## config.mk

```make
export PLATFORM = sky130hd
export DESIGN_NAME = power_good_mon
export DESIGN_NICKNAME = d
export VERILOG_FILES = /design/src/rtl/pgm_pkg.sv /design/src/rtl/pgm_cmp.sv /design/src/rtl/pgm_limits.sv /design/src/rtl/pgm_qual.sv /design/src/rtl/power_good_mon.sv
export SDC_FILE = /design/constraint.sdc
export NUM_CORES = 1
export LEC_CHECK = 0
export BUFFER_PORTS_ARGS = -buffer_cell sky130_fd_sc_hd__buf_4
export CAP_MARGIN = 20
export CELL_PAD_IN_SITES_DETAIL_PLACEMENT = 0
export CELL_PAD_IN_SITES_GLOBAL_PLACEMENT = 2
export CORE_UTILIZATION = 40
export CTS_BUF_LIST = sky130_fd_sc_hd__clkbuf_8
export CTS_CLUSTER_SIZE = 10
export DETAILED_ROUTE_END_ITERATION = 10
export PLACE_DENSITY_LB_ADDON = 0.1
export SLEW_MARGIN = 20
export SYNTH_ARGS = -nofsm -noshare
export SYNTH_HDL_FRONTEND = slang
export SYNTH_SLANG_ARGS = --single-unit
```

## constraint.sdc

```tcl
create_clock -name clk -period 3.1 [get_ports clk]
set_input_delay 0.62 -clock clk [delete_from_list [all_inputs] [get_ports clk]]
set_output_delay 0.62 -clock clk [all_outputs]
set_load 0.01 [all_outputs]
```

## src/rtl/pgm_pkg.sv

```systemverilog
package pgm_pkg;
  typedef struct packed {
    logic above;
    logic below;
  } pgm_cmp_t;
endpackage

```

## src/rtl/pgm_cmp.sv

```systemverilog
module pgm_cmp #(
  parameter int CODE_W    = 10,
  parameter int ENTRY_PCT = 94,
  parameter int EXIT_PCT  = 90
) (
  input  logic [CODE_W-1:0] code,
  input  logic [CODE_W-1:0] tgt,
  output pgm_pkg::pgm_cmp_t res
);
  localparam int PW = CODE_W + 7;

  logic [PW-1:0] code_x100, tgt_hi, tgt_lo;

  always_comb begin
    code_x100 = PW'(code) * PW'(100);
    tgt_hi    = PW'(tgt) * PW'(ENTRY_PCT);
    tgt_lo    = PW'(tgt) * PW'(EXIT_PCT);
    res.above = code_x100 > tgt_hi;
    res.below = code_x100 < tgt_lo;
  end
endmodule

```

## src/rtl/pgm_limits.sv

```systemverilog
module pgm_limits #(
  parameter int SCALE_W      = 8,
  parameter int CNT_W        = 32,
  parameter int ENTRY_UNIT   = 5000000,
  parameter int EXIT_UNIT    = 625,
  parameter int EXIT_MIN_CYC = 2500
) (
  input  logic [SCALE_W-1:0] scale,
  output logic [CNT_W-1:0]   entry_lim,
  output logic [CNT_W-1:0]   exit_lim
);
  logic [CNT_W-1:0] exit_raw;

  assign entry_lim = CNT_W'(scale) * CNT_W'(ENTRY_UNIT);
  assign exit_raw  = CNT_W'(scale) * CNT_W'(EXIT_UNIT);

  generate
    if (EXIT_MIN_CYC > 0) begin : g_floor
      assign exit_lim = (exit_raw < CNT_W'(EXIT_MIN_CYC)) ? CNT_W'(EXIT_MIN_CYC) : exit_raw;
    end else begin : g_raw
      assign exit_lim = exit_raw;
    end
  endgenerate
endmodule

```

## src/rtl/pgm_qual.sv

```systemverilog
module pgm_qual #(
  parameter int CNT_W = 32
) (
  input  logic               clk,
  input  logic               rst_n,
  input  logic               en,
  input  logic               valid,
  input  pgm_pkg::pgm_cmp_t  cmp,
  input  logic [CNT_W-1:0]   entry_lim,
  input  logic [CNT_W-1:0]   exit_lim,
  output logic               good
);
  logic             hi_q, lo_q;
  logic             qual_hi, qual_lo;
  logic [CNT_W-1:0] cnt;

  // A fresh sample decides this edge; otherwise the last accepted result holds.
  assign qual_hi = valid ? cmp.above : hi_q;
  assign qual_lo = valid ? cmp.below : lo_q;

  always_ff @(posedge clk or negedge rst_n) begin
    if (!rst_n) begin
      hi_q <= 1'b0;
      lo_q <= 1'b0;
      cnt  <= '0;
      good <= 1'b0;
    end else if (!en) begin
      hi_q <= 1'b0;
      lo_q <= 1'b0;
      cnt  <= '0;
      good <= 1'b0;
    end else begin
      if (valid) begin
        hi_q <= cmp.above;
        lo_q <= cmp.below;
      end
      if (!good) begin
        if (qual_hi) begin
          if (cnt >= entry_lim) begin
            good <= 1'b1;
            cnt  <= '0;
          end else begin
            cnt <= cnt + 1'b1;
          end
        end else begin
          cnt <= '0;
        end
      end else begin
        if (qual_lo) begin
          if (cnt >= exit_lim) begin
            good <= 1'b0;
            cnt  <= '0;
          end else begin
            cnt <= cnt + 1'b1;
          end
        end else begin
          cnt <= '0;
        end
      end
    end
  end
endmodule

```

## src/rtl/power_good_mon.sv

```systemverilog
module power_good_mon #(
  parameter int CODE_W       = 10,
  parameter int CNT_W        = 32,
  parameter int SCALE_W      = 8,
  parameter int ENTRY1_CYC   = 500000,
  parameter int EXIT1_CYC    = 6250,
  parameter int ENTRY2_UNIT  = 5000000,
  parameter int EXIT2_UNIT   = 625,
  parameter int EXIT_MIN_CYC = 2500
) (
  input  logic               clk,
  input  logic               rst_n,
  input  logic               en1,
  input  logic               s1_valid,
  output logic               s1_ready,
  input  logic [CODE_W-1:0]  s1_code,
  input  logic [CODE_W-1:0]  tgt1,
  output logic               pgood1,
  output logic               rst1_n,
  input  logic               en2,
  input  logic               s2_valid,
  output logic               s2_ready,
  input  logic [CODE_W-1:0]  s2_code,
  input  logic [CODE_W-1:0]  tgt2,
  input  logic [SCALE_W-1:0] cfg_scale,
  output logic               pgood2,
  output logic               rst2_n
);
  import pgm_pkg::*;

  localparam logic [CNT_W-1:0] ENTRY1_LIM = CNT_W'(ENTRY1_CYC);
  localparam logic [CNT_W-1:0] EXIT1_LIM  =
    (EXIT1_CYC < EXIT_MIN_CYC) ? CNT_W'(EXIT_MIN_CYC) : CNT_W'(EXIT1_CYC);

  pgm_cmp_t         cmp1, cmp2;
  logic [CNT_W-1:0] entry2_lim, exit2_lim;

  assign s1_ready = en1;
  assign s2_ready = en2;

  pgm_cmp #(.CODE_W(CODE_W)) u_cmp1 (.code(s1_code), .tgt(tgt1), .res(cmp1));
  pgm_cmp #(.CODE_W(CODE_W)) u_cmp2 (.code(s2_code), .tgt(tgt2), .res(cmp2));

  pgm_limits #(
    .SCALE_W(SCALE_W), .CNT_W(CNT_W), .ENTRY_UNIT(ENTRY2_UNIT),
    .EXIT_UNIT(EXIT2_UNIT), .EXIT_MIN_CYC(EXIT_MIN_CYC)
  ) u_lim2 (
    .scale(cfg_scale), .entry_lim(entry2_lim), .exit_lim(exit2_lim)
  );

  pgm_qual #(.CNT_W(CNT_W)) u_q1 (
    .clk(clk), .rst_n(rst_n), .en(en1), .valid(s1_valid & s1_ready),
    .cmp(cmp1), .entry_lim(ENTRY1_LIM), .exit_lim(EXIT1_LIM), .good(pgood1)
  );

  pgm_qual #(.CNT_W(CNT_W)) u_q2 (
    .clk(clk), .rst_n(rst_n), .en(en2), .valid(s2_valid & s2_ready),
    .cmp(cmp2), .entry_lim(entry2_lim), .exit_lim(exit2_lim), .good(pgood2)
  );

  assign rst1_n = pgood1;
  assign rst2_n = pgood2;
endmodule

```

==> results.cfg <==
[cts]
cts_buffers = 9
ctsLongestPathBuffers = 2
clk_latency_ns = 0.37
htreeDepth = 3
clk_pin_slew_worst_paths_ns = 0.09
cts_tree = done
cts_num_sinks = 70
cts_hold_buffers = 0
cts_root_buffer = clkbuf_8

[worst_setup_path]
r2r_start = u_q2.cnt[13]
crit_required_ns = 3.39
ff2ff_path_depth = 9
startpoint = cfg_scale[6]
path_class = in2reg
endpoint = u_q2.cnt[5]
startpoint_type = input port
r2r_setup_slack_ns = 0.59
cp_max_fo = 8
worstPathArrival_ns = 5.91
worst_setup_path_end_kind = flop
reg2reg_to = u_q2.cnt[25]

[detailed_routing]
wl_per_cell_um = 15.04
route.detailed.drc = 0
drt_wl_total_um = 38650
top_layer = met4
antenna_left = 0
met2WireLength_um = 18800
detail_route.vias_per_cell = 5.048
drtIter0Drc = 407
drt-pass1-iter-count = 7
vias = 12970
met1_length_um = 18780
wl_met3_um = 587

[sta]
finClkSkew_ns = 0.01878
maxSlewViolCount = 0
tightest_slew_ns = 1.360
relSlewSlack_pct = 9.215
fmax_ghz = 0.1781
fin_crit_sh_pct = 181.1
fin_ws_ns = -2.514
fin_crit_ns = 5.614
final-hold-violation-count = 0
setup_viol = 57
tns_ns = -128.34
rsz0062_at_grt = yes

[floorplan]
rows = 69
ios = 60
initial_utilization_pct = 40.89
die_h_um = 193.2
coreArea_um2 = 35740
dieArea_um2 = 37310
fp.dieW_um = 193.2

[global_routing]
grt_pass1_vias = 13410
grt_max_degree = 71
antenna_found_initial = 1
grt_pass1_wl_um = 63400
overflow = 0
track_usage_pct = 21.02

[logic_synthesis]
synth_area_per_cell_um2 = 9.033
ys_seq_elements = 70
synth_top_flop_cell = dfrtp_1
synthArstFlopShare_pct = 100.0
yosys_warnings = 0
synth-seq-area-share_pct = 11.99
synthCells = 1618
synth-edff-count = 0
synth_area_um2 = 14620
synth.distinct_cells = 72

[layout]
final_cell_mix = 432 x buf_4, 307 x ha_1, 249 x inv_1
final_common_cell = buf_4
nets = 2631
drive_gt1_share_pct = 34.72
syn2layout_area_growth_pct = 42.31
final_cell_area_um2 = 20800
fillers = 3261

[min_path]
worstHoldPathType = in2async

[status]
violations = negative setup slack
outcome = finished with violations

[power_and_ir_drop]
ir_drop_v = 0.0003238
total_leakage_power_uw = 0.01054
power.density_nw_per_um2 = 594.0

[flow_run]
max_cap_violations = 0

[placement]
place.gp.congestion = 0.8505
port_buffers = 59
post_dp_cell_area_um2 = 19080
dp_hpwl_um = 32470
[power breakdown]
group          internal [uW]  leakage [uW]  switching [uW]
clock network            307     0.0000927             414
registers                941      0.000944            16.7
logic                   5560       0.00950            5120
[stage by stage]
step	setup slack (ns)	hold WS, ns	total power (uW)	util [%]	instances
2_1_floorplan	-2.488	0.3244	6743	-	1630
3_3_place_gp	-3.095	0.4897	10290	53.38	2512
3_5_place_dp	-3.175	0.4968	10470	53.38	2512
4_1_cts	-2.461	0.3937	11910	56.53	2561
5_1_grt	-2.755	0.4354	13740	58.19	2570
6_report	-2.514	0.3548	12350	58.19	2570
[logic make-up after synthesis]
group | Yosys count | synth area share (%)
adder cells (fa/ha/maj) | 474 | 46.54
AND/OR/NAND/NOR | 347 | 12.41
AO/OA/AOI/OAI | 310 | 13.71
buffers and inverters | 288 | 7.611
XOR/XNOR | 124 | 7.431
flip-flops | 70 | 11.99
multiplexers | 4 | 0.2911
other | 1 | 0.02566
[cells in the mapped netlist (all sizes together) (5+ instances only)]
| library cell | instances | share of area, % |
|---|---|---|
| a21boi | 7 | 0.36 |
| o21ai | 48 | 1.6 |
| dfrtp | 70 | 12 |
| and2 | 8 | 0.36 |
| and4 | 10 | 0.60 |
| a21oi | 114 | 3.9 |
| xnor2 | 55 | 3.3 |
| nor4 | 19 | 0.81 |
| fa | 116 | 16 |
| clkbuf | 11 | 0.28 |
| nor3 | 51 | 1.7 |
| buf | 7 | 0.39 |
| nand4 | 21 | 0.90 |
| nor2 | 63 | 1.6 |
| nand3 | 35 | 1.2 |
| and3 | 12 | 0.51 |
| nand2b | 13 | 0.56 |
| or2 | 8 | 0.34 |
| a21o | 37 | 1.9 |
| nand3b | 6 | 0.31 |
| nand2 | 63 | 1.6 |
| o31ai | 10 | 0.51 |
| o211ai | 8 | 0.45 |
| o21a | 19 | 0.98 |
| inv | 269 | 6.9 |
| a211oi | 8 | 0.41 |
| xor2 | 69 | 4.1 |
| a31oi | 7 | 0.30 |
| nor2b | 16 | 0.68 |
| or3 | 9 | 0.39 |
| o21bai | 5 | 0.26 |
| ha | 358 | 31 |
[flip-flops by register name (all words and copies together) (netlist names)]
register	count
u_q1.cnt	32
u_q2.cnt	32
u_q1.good	1
u_q1.hi_q	1
u_q1.lo_q	1
u_q2.good	1
u_q2.hi_q	1
u_q2.lo_q	1
[routing by layer]
metal  track usage, %  vias up
li1                 -     6593
met1            28.81     6239
met2            36.43      116
met3            1.303       25
met4            4.087        0
met5                0        -
[critical path: stages]
cell and delay [ns]:
buf_12 0.11, fa_1 0.55, fa_1 0.44, ha_1 0.32, inv_2 0.04, fa_1 0.52, inv_2 0.05, ha_4 0.28
o211ai_2 0.11, a31oi_4 0.25, nor2_1 0.06, o311a_1 0.31, and4_4 0.19, a211o_1 0.26, ha_1 0.30, and4_1 0.19
a2111oi_2 0.27, o21ai_1 0.13, o221ai_2 0.29, nand3_4 0.16, buf_6 0.18, buf_16 0.14, a21oi_1 0.13
[layout make-up]
type | instances | area, um2 | area share (%)
diodes | 1 | 2.502 | 0.01203
clock buffers | 9 | 123.9 | 0.5956
clock inverters | 7 | 62.56 | 0.3008
inverters | 270 | 1018 | 4.897
multi-input cells | 1272 | 13290 | 63.89
flip-flops and latches | 70 | 1752 | 8.422
well taps | 461 | 576.8 | 2.773
repair buffers | 480 | 3975 | 19.11
[how the worst min path moves through the flow]
stage                        to        start  depth (start not counted)
floorplan           u_q1.cnt[0]        rst_n                          0
detailed placement  u_q1.cnt[0]  u_q1.cnt[0]                          1
finish              u_q1.cnt[6]        rst_n                          1
global route        u_q1.cnt[1]        rst_n                          1
CTS                 u_q1.cnt[1]        rst_n                          1
global placement    u_q1.cnt[0]  u_q1.cnt[0]                          1
[repair_timing]
action | CTS | global route
endpoints found under the setup margin | 57 | 57
cloned | 4 | 3
pin swaps | 107 | 74
endpoints found under the hold margin | 0 | 0
resized for setup | 137 | 100
setup buffers | 29 | 8
Note: power is estimated with default switching activity, not from simulation.
